$ cat src/rtl/rxdr_pkg.sv
package rxdr_pkg;
   typedef enum logic [3:0] {
      ST_IDLE, ST_RD, ST_RDW, ST_CHK, ST_XFER, ST_WB, ST_DONE, ST_HALT
   } eng_state_t;

   localparam logic [3:0] OWN_HW      = 4'hA;
   localparam logic [3:0] CODE_FEND   = 4'h4;
   localparam int         CMD_FLAG    = 23;

   localparam logic [2:0] RA_CTRL  = 3'd0;
   localparam logic [2:0] RA_CUR   = 3'd1;
   localparam logic [2:0] RA_NXT   = 3'd2;
   localparam logic [2:0] RA_STAT0 = 3'd3;
   localparam logic [2:0] RA_STAT1 = 3'd4;
   localparam logic [2:0] RA_MASK  = 3'd5;

   localparam int CTRL_EN   = 31;
   localparam int CTRL_CHIE = 1;
   localparam int CTRL_WB   = 0;
endpackage

$ cat src/rtl/rxdr_stage_fifo.sv
module rxdr_stage_fifo #(
   parameter int W     = 33,
   parameter int DEPTH = 16
) (
   input  logic         clk,
   input  logic         rst_n,
   input  logic         in_valid,
   input  logic [W-1:0] in_data,
   output logic         overflow,
   output logic         out_valid,
   output logic [W-1:0] out_data,
   input  logic         pop
);
   localparam int PW = $clog2(DEPTH);
   localparam int CW = PW + 1;

   generate
      if (DEPTH < 2 || (DEPTH & (DEPTH - 1)) != 0) begin : g_bad_depth
         $error("rxdr_stage_fifo: DEPTH must be a power of two >= 2");
      end
   endgenerate

   logic [W-1:0]  mem_q [DEPTH];
   logic [PW-1:0] wp_q, rp_q;
   logic [CW-1:0] cnt_q;
   logic          full, push, take;

   assign full      = (cnt_q == CW'(DEPTH));
   assign push      = in_valid && !full;
   assign overflow  = in_valid && full;
   assign out_valid = (cnt_q != '0);
   assign take      = pop && out_valid;
   assign out_data  = mem_q[rp_q];

   always_ff @(posedge clk) begin
      if (push) mem_q[wp_q] <= in_data;
   end

   always_ff @(posedge clk or negedge rst_n) begin
      if (!rst_n) begin
         wp_q  <= '0;
         rp_q  <= '0;
         cnt_q <= '0;
      end else begin
         if (push) wp_q <= wp_q + 1'b1;
         if (take) rp_q <= rp_q + 1'b1;
         case ({push, take})
            2'b10:   cnt_q <= cnt_q + 1'b1;
            2'b01:   cnt_q <= cnt_q - 1'b1;
            default: cnt_q <= cnt_q;
         endcase
      end
   end
endmodule

$ cat src/rtl/rxdr_regs.sv
module rxdr_regs
   import rxdr_pkg::*;
#(
   parameter int AW      = 32,
   parameter bit IRQ_REG = 1'b1
) (
   input  logic          clk,
   input  logic          rst_n,
   input  logic          wr_en,
   input  logic [2:0]    addr,
   input  logic [31:0]   wdata,
   output logic [31:0]   rdata,
   input  logic [AW-1:0] cur_ptr,
   input  logic [AW-1:0] nxt_ptr,
   input  logic          ev_fdone,
   input  logic          ev_chend,
   input  logic          ev_ramfull,
   output logic          ctrl_en,
   output logic          ctrl_chie,
   output logic          ctrl_wb,
   output logic          restart,
   output logic          cur_load,
   output logic          err_flag,
   output logic          irq
);
   logic       en_q, chie_q, wb_q;
   logic [2:0] mask_q;
   logic       fdone_q, chend_q, ramfull_q;
   logic       w_ctrl, w_s0, w_s1, w_mask;
   logic       irq_raw;
   logic       unused_wdata;

   assign unused_wdata = ^wdata[30:3];

   assign w_ctrl   = wr_en && (addr == RA_CTRL);
   assign cur_load = wr_en && (addr == RA_CUR);
   assign w_s0     = wr_en && (addr == RA_STAT0);
   assign w_s1     = wr_en && (addr == RA_STAT1);
   assign w_mask   = wr_en && (addr == RA_MASK);
   assign restart  = w_ctrl && wdata[CTRL_EN];

   assign ctrl_en   = en_q;
   assign ctrl_chie = chie_q;
   assign ctrl_wb   = wb_q;
   assign err_flag  = ramfull_q;

   always_ff @(posedge clk or negedge rst_n) begin
      if (!rst_n) begin
         en_q      <= 1'b0;
         chie_q    <= 1'b0;
         wb_q      <= 1'b0;
         mask_q    <= '0;
         fdone_q   <= 1'b0;
         chend_q   <= 1'b0;
         ramfull_q <= 1'b0;
      end else begin
         if (w_ctrl) begin
            en_q   <= wdata[CTRL_EN];
            chie_q <= wdata[CTRL_CHIE];
            wb_q   <= wdata[CTRL_WB];
         end
         if (w_mask) mask_q <= wdata[2:0];
         fdone_q   <= (fdone_q   & ~(w_s0 & wdata[0])) | ev_fdone;
         chend_q   <= (chend_q   & ~(w_s0 & wdata[1])) | ev_chend;
         ramfull_q <= (ramfull_q & ~(w_s1 & wdata[1])) | ev_ramfull;
      end
   end

   always_comb begin
      rdata = '0;
      case (addr)
         RA_CTRL:  rdata = {en_q, 29'd0, chie_q, wb_q};
         RA_CUR:   rdata = 32'(cur_ptr);
         RA_NXT:   rdata = 32'(nxt_ptr);
         RA_STAT0: rdata = {29'd0, ramfull_q, chend_q, fdone_q};
         RA_STAT1: rdata = {30'd0, ramfull_q, 1'b0};
         RA_MASK:  rdata = {29'd0, mask_q};
         default:  rdata = '0;
      endcase
   end

   assign irq_raw = |(mask_q & {ramfull_q, chend_q, fdone_q});

   generate
      if (IRQ_REG) begin : g_irq_reg
         logic irq_q;
         always_ff @(posedge clk or negedge rst_n) begin
            if (!rst_n) irq_q <= 1'b0;
            else        irq_q <= irq_raw;
         end
         assign irq = irq_q;
      end else begin : g_irq_comb
         assign irq = irq_raw;
      end
   endgenerate
endmodule

$ cat src/rtl/rxdr_engine.sv
module rxdr_engine
   import rxdr_pkg::*;
#(
   parameter int AW    = 32,
   parameter int LEN_W = 12
) (
   input  logic          clk,
   input  logic          rst_n,
   input  logic          ctrl_en,
   input  logic          ctrl_chie,
   input  logic          ctrl_wb,
   input  logic          restart,
   input  logic          cur_load,
   input  logic [AW-1:0] cur_wdata,
   output logic [AW-1:0] cur_ptr,
   output logic [AW-1:0] nxt_ptr,
   output logic          halted,
   input  logic          in_valid,
   input  logic [31:0]   in_data,
   input  logic          in_last,
   output logic          pop,
   output logic          mem_req,
   output logic          mem_we,
   output logic [AW-1:0] mem_addr,
   output logic [31:0]   mem_wdata,
   input  logic          mem_gnt,
   input  logic [31:0]   mem_rdata,
   output logic          ev_fdone,
   output logic          ev_chend
);
   localparam int BW = AW - 2;

   eng_state_t       state;
   logic [2:0]       widx;
   logic [AW-1:0]    cur_q, nxt_q, buf_q;
   logic [BW-1:0]    bwords_q;
   logic [31:0]      cmd_q;
   logic [LEN_W-1:0] rcnt_q, scnt_q;
   logic             room, owned, xfer_take;
   logic [AW-1:0]    desc_word;
   logic [31:0]      rbytes, sbytes;
   logic             unused_rd;

   assign unused_rd = ^mem_rdata[1:0];

   assign room      = {{(BW - LEN_W){1'b0}}, scnt_q} < bwords_q;
   assign owned     = (cmd_q[31:28] == OWN_HW);
   assign xfer_take = (state == ST_XFER) && in_valid;
   assign pop       = xfer_take && (!room || mem_gnt);
   assign desc_word = cur_q + AW'({widx, 2'b00});
   assign rbytes    = 32'({rcnt_q, 2'b00});
   assign sbytes    = 32'({scnt_q, 2'b00});

   assign cur_ptr  = cur_q;
   assign nxt_ptr  = nxt_q;
   assign halted   = (state == ST_HALT);
   assign ev_chend = (state == ST_CHK) && !owned && ctrl_chie;
   assign ev_fdone = (state == ST_DONE) && cmd_q[CMD_FLAG];

   always_comb begin
      mem_req   = 1'b0;
      mem_we    = 1'b0;
      mem_addr  = '0;
      mem_wdata = '0;
      case (state)
         ST_RD: begin
            mem_req  = 1'b1;
            mem_addr = desc_word;
         end
         ST_XFER: begin
            if (in_valid && room) begin
               mem_req   = 1'b1;
               mem_we    = 1'b1;
               mem_addr  = buf_q + AW'({scnt_q, 2'b00});
               mem_wdata = in_data;
            end
         end
         ST_WB: begin
            mem_req  = 1'b1;
            mem_we   = 1'b1;
            mem_addr = desc_word;
            case (widx)
               3'd3:    mem_wdata = {CODE_FEND, cmd_q[27:0]};
               3'd4:    mem_wdata = rbytes;
               default: mem_wdata = sbytes;
            endcase
         end
         default: ;
      endcase
   end

   always_ff @(posedge clk or negedge rst_n) begin
      if (!rst_n) begin
         state    <= ST_IDLE;
         widx     <= '0;
         cur_q    <= '0;
         nxt_q    <= '0;
         buf_q    <= '0;
         bwords_q <= '0;
         cmd_q    <= '0;
         rcnt_q   <= '0;
         scnt_q   <= '0;
      end else begin
         case (state)
            ST_IDLE: begin
               if (cur_load) begin
                  cur_q <= cur_wdata;
               end else if (ctrl_en && in_valid) begin
                  widx  <= '0;
                  state <= ST_RD;
               end
            end
            ST_RD: if (mem_gnt) state <= ST_RDW;
            ST_RDW: begin
               case (widx)
                  3'd0:    buf_q    <= mem_rdata[AW-1:0];
                  3'd1:    bwords_q <= mem_rdata[AW-1:2];
                  3'd2:    nxt_q    <= mem_rdata[AW-1:0];
                  default: cmd_q    <= mem_rdata;
               endcase
               if (widx == 3'd3) begin
                  state <= ST_CHK;
               end else begin
                  widx  <= widx + 1'b1;
                  state <= ST_RD;
               end
            end
            ST_CHK: begin
               rcnt_q <= '0;
               scnt_q <= '0;
               state  <= owned ? ST_XFER : ST_HALT;
            end
            ST_XFER: begin
               if (pop) begin
                  rcnt_q <= rcnt_q + 1'b1;
                  if (room) scnt_q <= scnt_q + 1'b1;
                  if (in_last) begin
                     widx  <= 3'd3;
                     state <= ctrl_wb ? ST_WB : ST_DONE;
                  end
               end
            end
            ST_WB: begin
               if (mem_gnt) begin
                  if (widx == 3'd5) state <= ST_DONE;
                  else              widx  <= widx + 1'b1;
               end
            end
            ST_DONE: begin
               cur_q <= nxt_q;
               state <= ST_IDLE;
            end
            ST_HALT: begin
               if (restart) begin
                  cur_q <= nxt_q;
                  state <= ST_IDLE;
               end else if (cur_load) begin
                  cur_q <= cur_wdata;
               end
            end
            default: state <= ST_IDLE;
         endcase
      end
   end
endmodule

$ cat src/rtl/rx_desc_dma.sv
module rx_desc_dma #(
   parameter int AW          = 32,
   parameter int STAGE_DEPTH = 16,
   parameter int LEN_W       = 12,
   parameter bit IRQ_REG     = 1'b1
) (
   input  logic          clk,
   input  logic          rst_n,
   input  logic          reg_wr,
   input  logic [2:0]    reg_addr,
   input  logic [31:0]   reg_wdata,
   output logic [31:0]   reg_rdata,
   input  logic          rx_valid,
   input  logic [31:0]   rx_data,
   input  logic          rx_last,
   output logic          mem_req,
   output logic          mem_we,
   output logic [AW-1:0] mem_addr,
   output logic [31:0]   mem_wdata,
   input  logic          mem_gnt,
   input  logic [31:0]   mem_rdata,
   output logic          irq
);
   localparam int SW = 33;

   generate
      if (AW < 8 || AW > 32) begin : g_bad_aw
         $error("rx_desc_dma: AW must be within 8..32");
      end
      if (LEN_W < 2 || LEN_W >= AW - 2) begin : g_bad_len
         $error("rx_desc_dma: LEN_W must be below AW-2");
      end
   endgenerate

   logic          ctrl_en, ctrl_chie, ctrl_wb, restart, cur_load;
   logic [AW-1:0] cur_ptr, nxt_ptr;
   logic          halted, ovf, err_flag, ev_fdone, ev_chend;
   logic          st_valid, st_pop;
   logic [SW-1:0] st_data;

   rxdr_stage_fifo #(.W(SW), .DEPTH(STAGE_DEPTH)) u_stage (
      .clk       (clk),
      .rst_n     (rst_n),
      .in_valid  (rx_valid),
      .in_data   ({rx_last, rx_data}),
      .overflow  (ovf),
      .out_valid (st_valid),
      .out_data  (st_data),
      .pop       (st_pop)
   );

   rxdr_regs #(.AW(AW), .IRQ_REG(IRQ_REG)) u_regs (
      .clk        (clk),
      .rst_n      (rst_n),
      .wr_en      (reg_wr),
      .addr       (reg_addr),
      .wdata      (reg_wdata),
      .rdata      (reg_rdata),
      .cur_ptr    (cur_ptr),
      .nxt_ptr    (nxt_ptr),
      .ev_fdone   (ev_fdone),
      .ev_chend   (ev_chend),
      .ev_ramfull (ovf),
      .ctrl_en    (ctrl_en),
      .ctrl_chie  (ctrl_chie),
      .ctrl_wb    (ctrl_wb),
      .restart    (restart),
      .cur_load   (cur_load),
      .err_flag   (err_flag),
      .irq        (irq)
   );

   rxdr_engine #(.AW(AW), .LEN_W(LEN_W)) u_eng (
      .clk       (clk),
      .rst_n     (rst_n),
      .ctrl_en   (ctrl_en),
      .ctrl_chie (ctrl_chie),
      .ctrl_wb   (ctrl_wb),
      .restart   (restart),
      .cur_load  (cur_load),
      .cur_wdata (reg_wdata[AW-1:0]),
      .cur_ptr   (cur_ptr),
      .nxt_ptr   (nxt_ptr),
      .halted    (halted),
      .in_valid  (st_valid),
      .in_data   (st_data[31:0]),
      .in_last   (st_data[32]),
      .pop       (st_pop),
      .mem_req   (mem_req),
      .mem_we    (mem_we),
      .mem_addr  (mem_addr),
      .mem_wdata (mem_wdata),
      .mem_gnt   (mem_gnt),
      .mem_rdata (mem_rdata),
      .ev_fdone  (ev_fdone),
      .ev_chend  (ev_chend)
   );
endmodule

$ cat config.mk
export PLATFORM = sky130hd
export DESIGN_NAME = rx_desc_dma
export DESIGN_NICKNAME = d
export VERILOG_FILES = /design/src/rtl/rxdr_pkg.sv /design/src/rtl/rxdr_stage_fifo.sv /design/src/rtl/rxdr_regs.sv /design/src/rtl/rxdr_engine.sv /design/src/rtl/rx_desc_dma.sv
export SDC_FILE = /design/constraint.sdc
export NUM_CORES = 1
export LEC_CHECK = 0
export CAP_MARGIN = 5
export CORE_UTILIZATION = 55
export DETAILED_ROUTE_END_ITERATION = 8
export PLACE_DENSITY = 0.87
export REMOVE_ABC_BUFFERS = 1
export SYNTH_ARGS = -nofsm -noshare
export SYNTH_HDL_FRONTEND = slang
export SYNTH_SLANG_ARGS = --single-unit
$ cat constraint.sdc
create_clock -name clk -period 5.43 [get_ports clk]
set_input_delay 1.086 -clock clk [delete_from_list [all_inputs] [get_ports clk]]
set_output_delay 1.086 -clock clk [all_outputs]
set_load 0.02 [all_outputs]
==> results.md <==
| Metric | Value |
|---|---|
| Root buf cell | clkbuf_16 |
| Effective utilization at floorplan | 0.5612 |
| Fin. max-slew vios | 0 |
| Proportion of layout cells with a drive suffix above 1 | 0.1834 |
| Leftover overflow at the end of global routing | 0 |
| CP Cell Sequence | nand2b_1 -> buf_4 -> o221ai_1 -> nand2_1 -> nand2_1 -> o221ai_1 -> o22ai_1 -> clkdlybuf4s50_1 |
| Synth-to-layout area growth | 17.24% |
| Average wire length per cell after detail routing | 28.38 um |
| Antenna violations before repair | 4 |
| Maximum number of pins on one net before global-route repair | 111 |
| Count of buffers from port buffering | 203 |
| Clock sinks | 739 |
| Die width | 243.0 um |
| Maximum fanout count along the critical path | 30 |
| Final design area excluding fillers | 0.03746 sq mm |
| Min Tclk post-route | 5.325 ns |
| Mapped Area | 0.03195 sq mm |
| Net switching share of the total power | 0.3572 |
| Top library cells by usage in the layout, fill and taps aside | 528 x edfxtp_1, 208 x dfrtp_1, 202 x clkdlybuf4s50_1, 133 x mux2_2, 112 x nand2_1 |
| Type of the setup path with the least slack | flop to output port |
| Portion of total power attributed to combinational logic | 0.370 |
| Most common cell after layout, fill and taps aside | edfxtp_1 |
| Worst rel slew slack | 0.1595 |
| CTS Buf Count | 72 |
| Deepest clock path buffer count | 3 |
| Post-route antenna net violation count | 0 |
| Flip-flop and latch count after synthesis | 739 |
| Post-placement cell area | 0.03504 sq mm |
| Synthesized instance count | 2054 |
| Clock share of power | 0.241 |
| Number of buffers inserted by hold repair at cts | 0 |
| Count of distinct cell types in the synthesized netlist | 70 |
| Number of placement rows | 87 |
| Avg Vias per Cell | 6.719 |
| Number of hold violations in the final report | 0 |
| Final weighted congestion in routability-driven placement | 0.9948 |
| Type of the worst min-delay path | flop to flop |
| Clk slew on worst S/H paths | 0.06 ns |
| Post-Route Skew | 0.02364 ns |
| Synth Area per Inst | 15.56 sq um |
| Worst path slowest cell | clkdlybuf4s50_1 |
| Global-route wire length before repair | 131600 um |
| Syn. warnings | 0 |
| Slowest stage delay, CP | 0.71 ns |
| I/O pin cnt | 204 |
| Post-synth ARST share | 0.2855 |
| Chip Height | 243.0 um |
| Count of vias placed by the detailed router | 20696 |
| Layout fillers | 3632 |
| Final nets | 2421 |
| Global-route usage over all layers | 0.2972 |
| Most used DFF post-synth | edfxtp_1 |
| CP Capture Type | output port |
| Worst-case vdd ir drop | 0.0005043 V |
| Vias in the first global route | 21405 |
| Total wire length after detailed routing | 87400 um |
| Count of endpoints failing setup in the final report | 0 |
| Htree depth | 3 |
| TritonRoute pass-1 iters | 6 |
| Register share of total power | 0.388 |
| Power Density | 568.2 mW/mm^2 |
| Number of flops mapped to enable cells by yosys | 528 |
| Placed wire-length estimate after detailed placement | 53270 um |
| Switching Power | 7605 uW |
| Worst path required time | 4.34 ns |
| Power after layout | 21290 uW |
| Clock latency on the worst-skew pair | 0.63 ns |
| Cell-internal power | 13680 uW |
| Die area | 0.05906 sq mm |
| Unrepaired setup endpoints after global routing | no |
| Leakage dissipation | 0.01339 uW |
| Slew of the pin with the lowest slew margin | 1.261 ns |
| Share of the cycle needed by the critical path after routing | 0.9806 |
| Critical Path Start Type | flop |
| Peak clock frequency supported by timing | 187.8 MHz |
| Count of unresolved DRC violations after routing | 0 |
| Core region area | 0.05693 sq mm |
| TritonCTS clock tree | yes |
| Post-synthesis sequential area ratio | 0.6615 |
| Maximum Capacitance Violations | 0 |
| Arrival time of data at the critical path endpoint | 4.24 ns |
| Violation count after the first detailed-route iteration | 2470 |
| Status | completed |
[per-layer routing]
metal,routed length (um),track usage,up-vias
met5,41,0,-
met4,3355,0.1262,6
met3,8512,0.06844,292
met2,43090,0.4886,1418
met1,32400,0.3806,10480
li1,-,-,8500
[critical path, delay by kind of cell, from the launching register on]
family,cells,cell delay (ns)
AOI/OAI and AO/OA,3,1.11
and+or+nand+nor,3,0.80
buffers and inverters,2,1.17
DFF,1,0.52
[state kept, by name (all words and copies together), names as in the netlist, 3 cells and up]
register,flops
u_eng.buf_q,32
u_eng.bwords_q,30
u_eng.cmd_q,32
u_eng.cur_ptr,32
u_eng.nxt_ptr,32
u_eng.rcnt_q,12
u_eng.scnt_q,12
u_eng.state,3
u_eng.widx,3
u_regs.mask_q,3
u_stage.cnt_q,5
u_stage.mem_q,528
u_stage.rp_q,4
u_stage.wp_q,4
[per-stage QoR]
stage          setup TNS, ns  setup WS, ns  utilization  cells  hold slack, ns
6_report                   0        0.1053       0.6580   3080          0.5014
5_1_grt                    0      0.001724       0.6580   3080          0.5174
4_1_cts                    0       0.06351       0.6578   3079          0.5020
3_5_place_dp               0        0.7636       0.6154   2953          0.4882
3_3_place_gp               0        0.7253       0.6154   2953          0.4803
2_1_floorplan        -110.03        -3.134            -   1939          0.4701
[synthesized netlist by cell type (all sizes together) (5+ instances only)]
cell	instances	area share
edfxtp	528	0.50
dfrtp	211	0.17
mux2	133	0.047
nand2	112	0.013
mux2i	102	0.032
mux4	98	0.069
nor2	97	0.011
o22ai	84	0.017
a21oi	70	0.011
clkbuf	64	0.0076
o221ai	56	0.015
buf	51	0.0085
a22o	49	0.013
xnor2	46	0.013
ha	42	0.016
inv	39	0.0046
o21ai	32	0.0050
xor2	26	0.0071
nand3	24	0.0039
and3	17	0.0033
nand4	17	0.0035
nor3	16	0.0025
nand2b	15	0.0029
a221oi	12	0.0033
or3	11	0.0022
a211oi	10	0.0023
a21o	10	0.0023
nor2b	10	0.0020
a31oi	8	0.0016
nor4	7	0.0018
nor3b	6	0.0014
and2	5	0.00098
and4	5	0.0014
[timing repair]
action / in CTS / in global routing
setup endpoints to repair: 0 / 9
resized for setup: 0 / 1
buffers inserted: 0 / 0
[cells by family (layout without fill, tap and decap cells)]
kind of cell | Yosys count | in the layout | share of synthesized area
DFF | 739 | 739 | 0.6615
AOI/OAI and AO/OA | 356 | 356 | 0.07793
and+or+nand+nor | 354 | 354 | 0.05384
muxes | 333 | 333 | 0.1479
buffers and inverters | 155 | 424 | 0.02079
xor gates and xnor gates | 72 | 72 | 0.01974
adders and majority gates | 45 | 45 | 0.01833
other | 0 | 1 | 0
[final timing paths]
check	slack [ns]	from	endpoint	cells past startpoint
setup / recovery	0.11	u_stage.rp_q[1]	mem_wdata[11]	8
max in group asynchronous	3.49	rst_n	u_eng.cmd_q[21]	2
min in group asynchronous	0.57	rst_n	u_eng.nxt_ptr[7]	1
hold reg to reg	0.50	u_eng.cmd_q[31]	u_eng.cmd_q[31]	1
setup reg to reg	1.18	u_eng.scnt_q[9]	u_stage.cnt_q[4]	14
hold / removal	0.50	u_eng.cmd_q[31]	u_eng.cmd_q[31]	1
[final cells by class]
class	count	area (sq um)	area share
Multi-Input combinational cell	1160	10300	0.2749
Timing Repair Buffer	258	2511	0.06703
Clock buffer	96	2004	0.05351
Clock inverter	30	405.4	0.01082
Tap cell	756	945.9	0.02525
Inverter	40	150.1	0.004008
Antenna cell	1	2.502	0.00006680
Sequential cell	739	21140	0.5644
[power by group through the flow]
stage	registers, uW	clock network, uW	logic [uW]
2_1_floorplan	8240	0	4880
3_3_place_gp	8210	0	7410
3_5_place_dp	8300	0	7660
4_1_cts	8220	5170	7790
5_1_grt	8350	5390	8300
6_report	8270	5140	7880
Note: power is estimated with default switching activity, not from simulation.
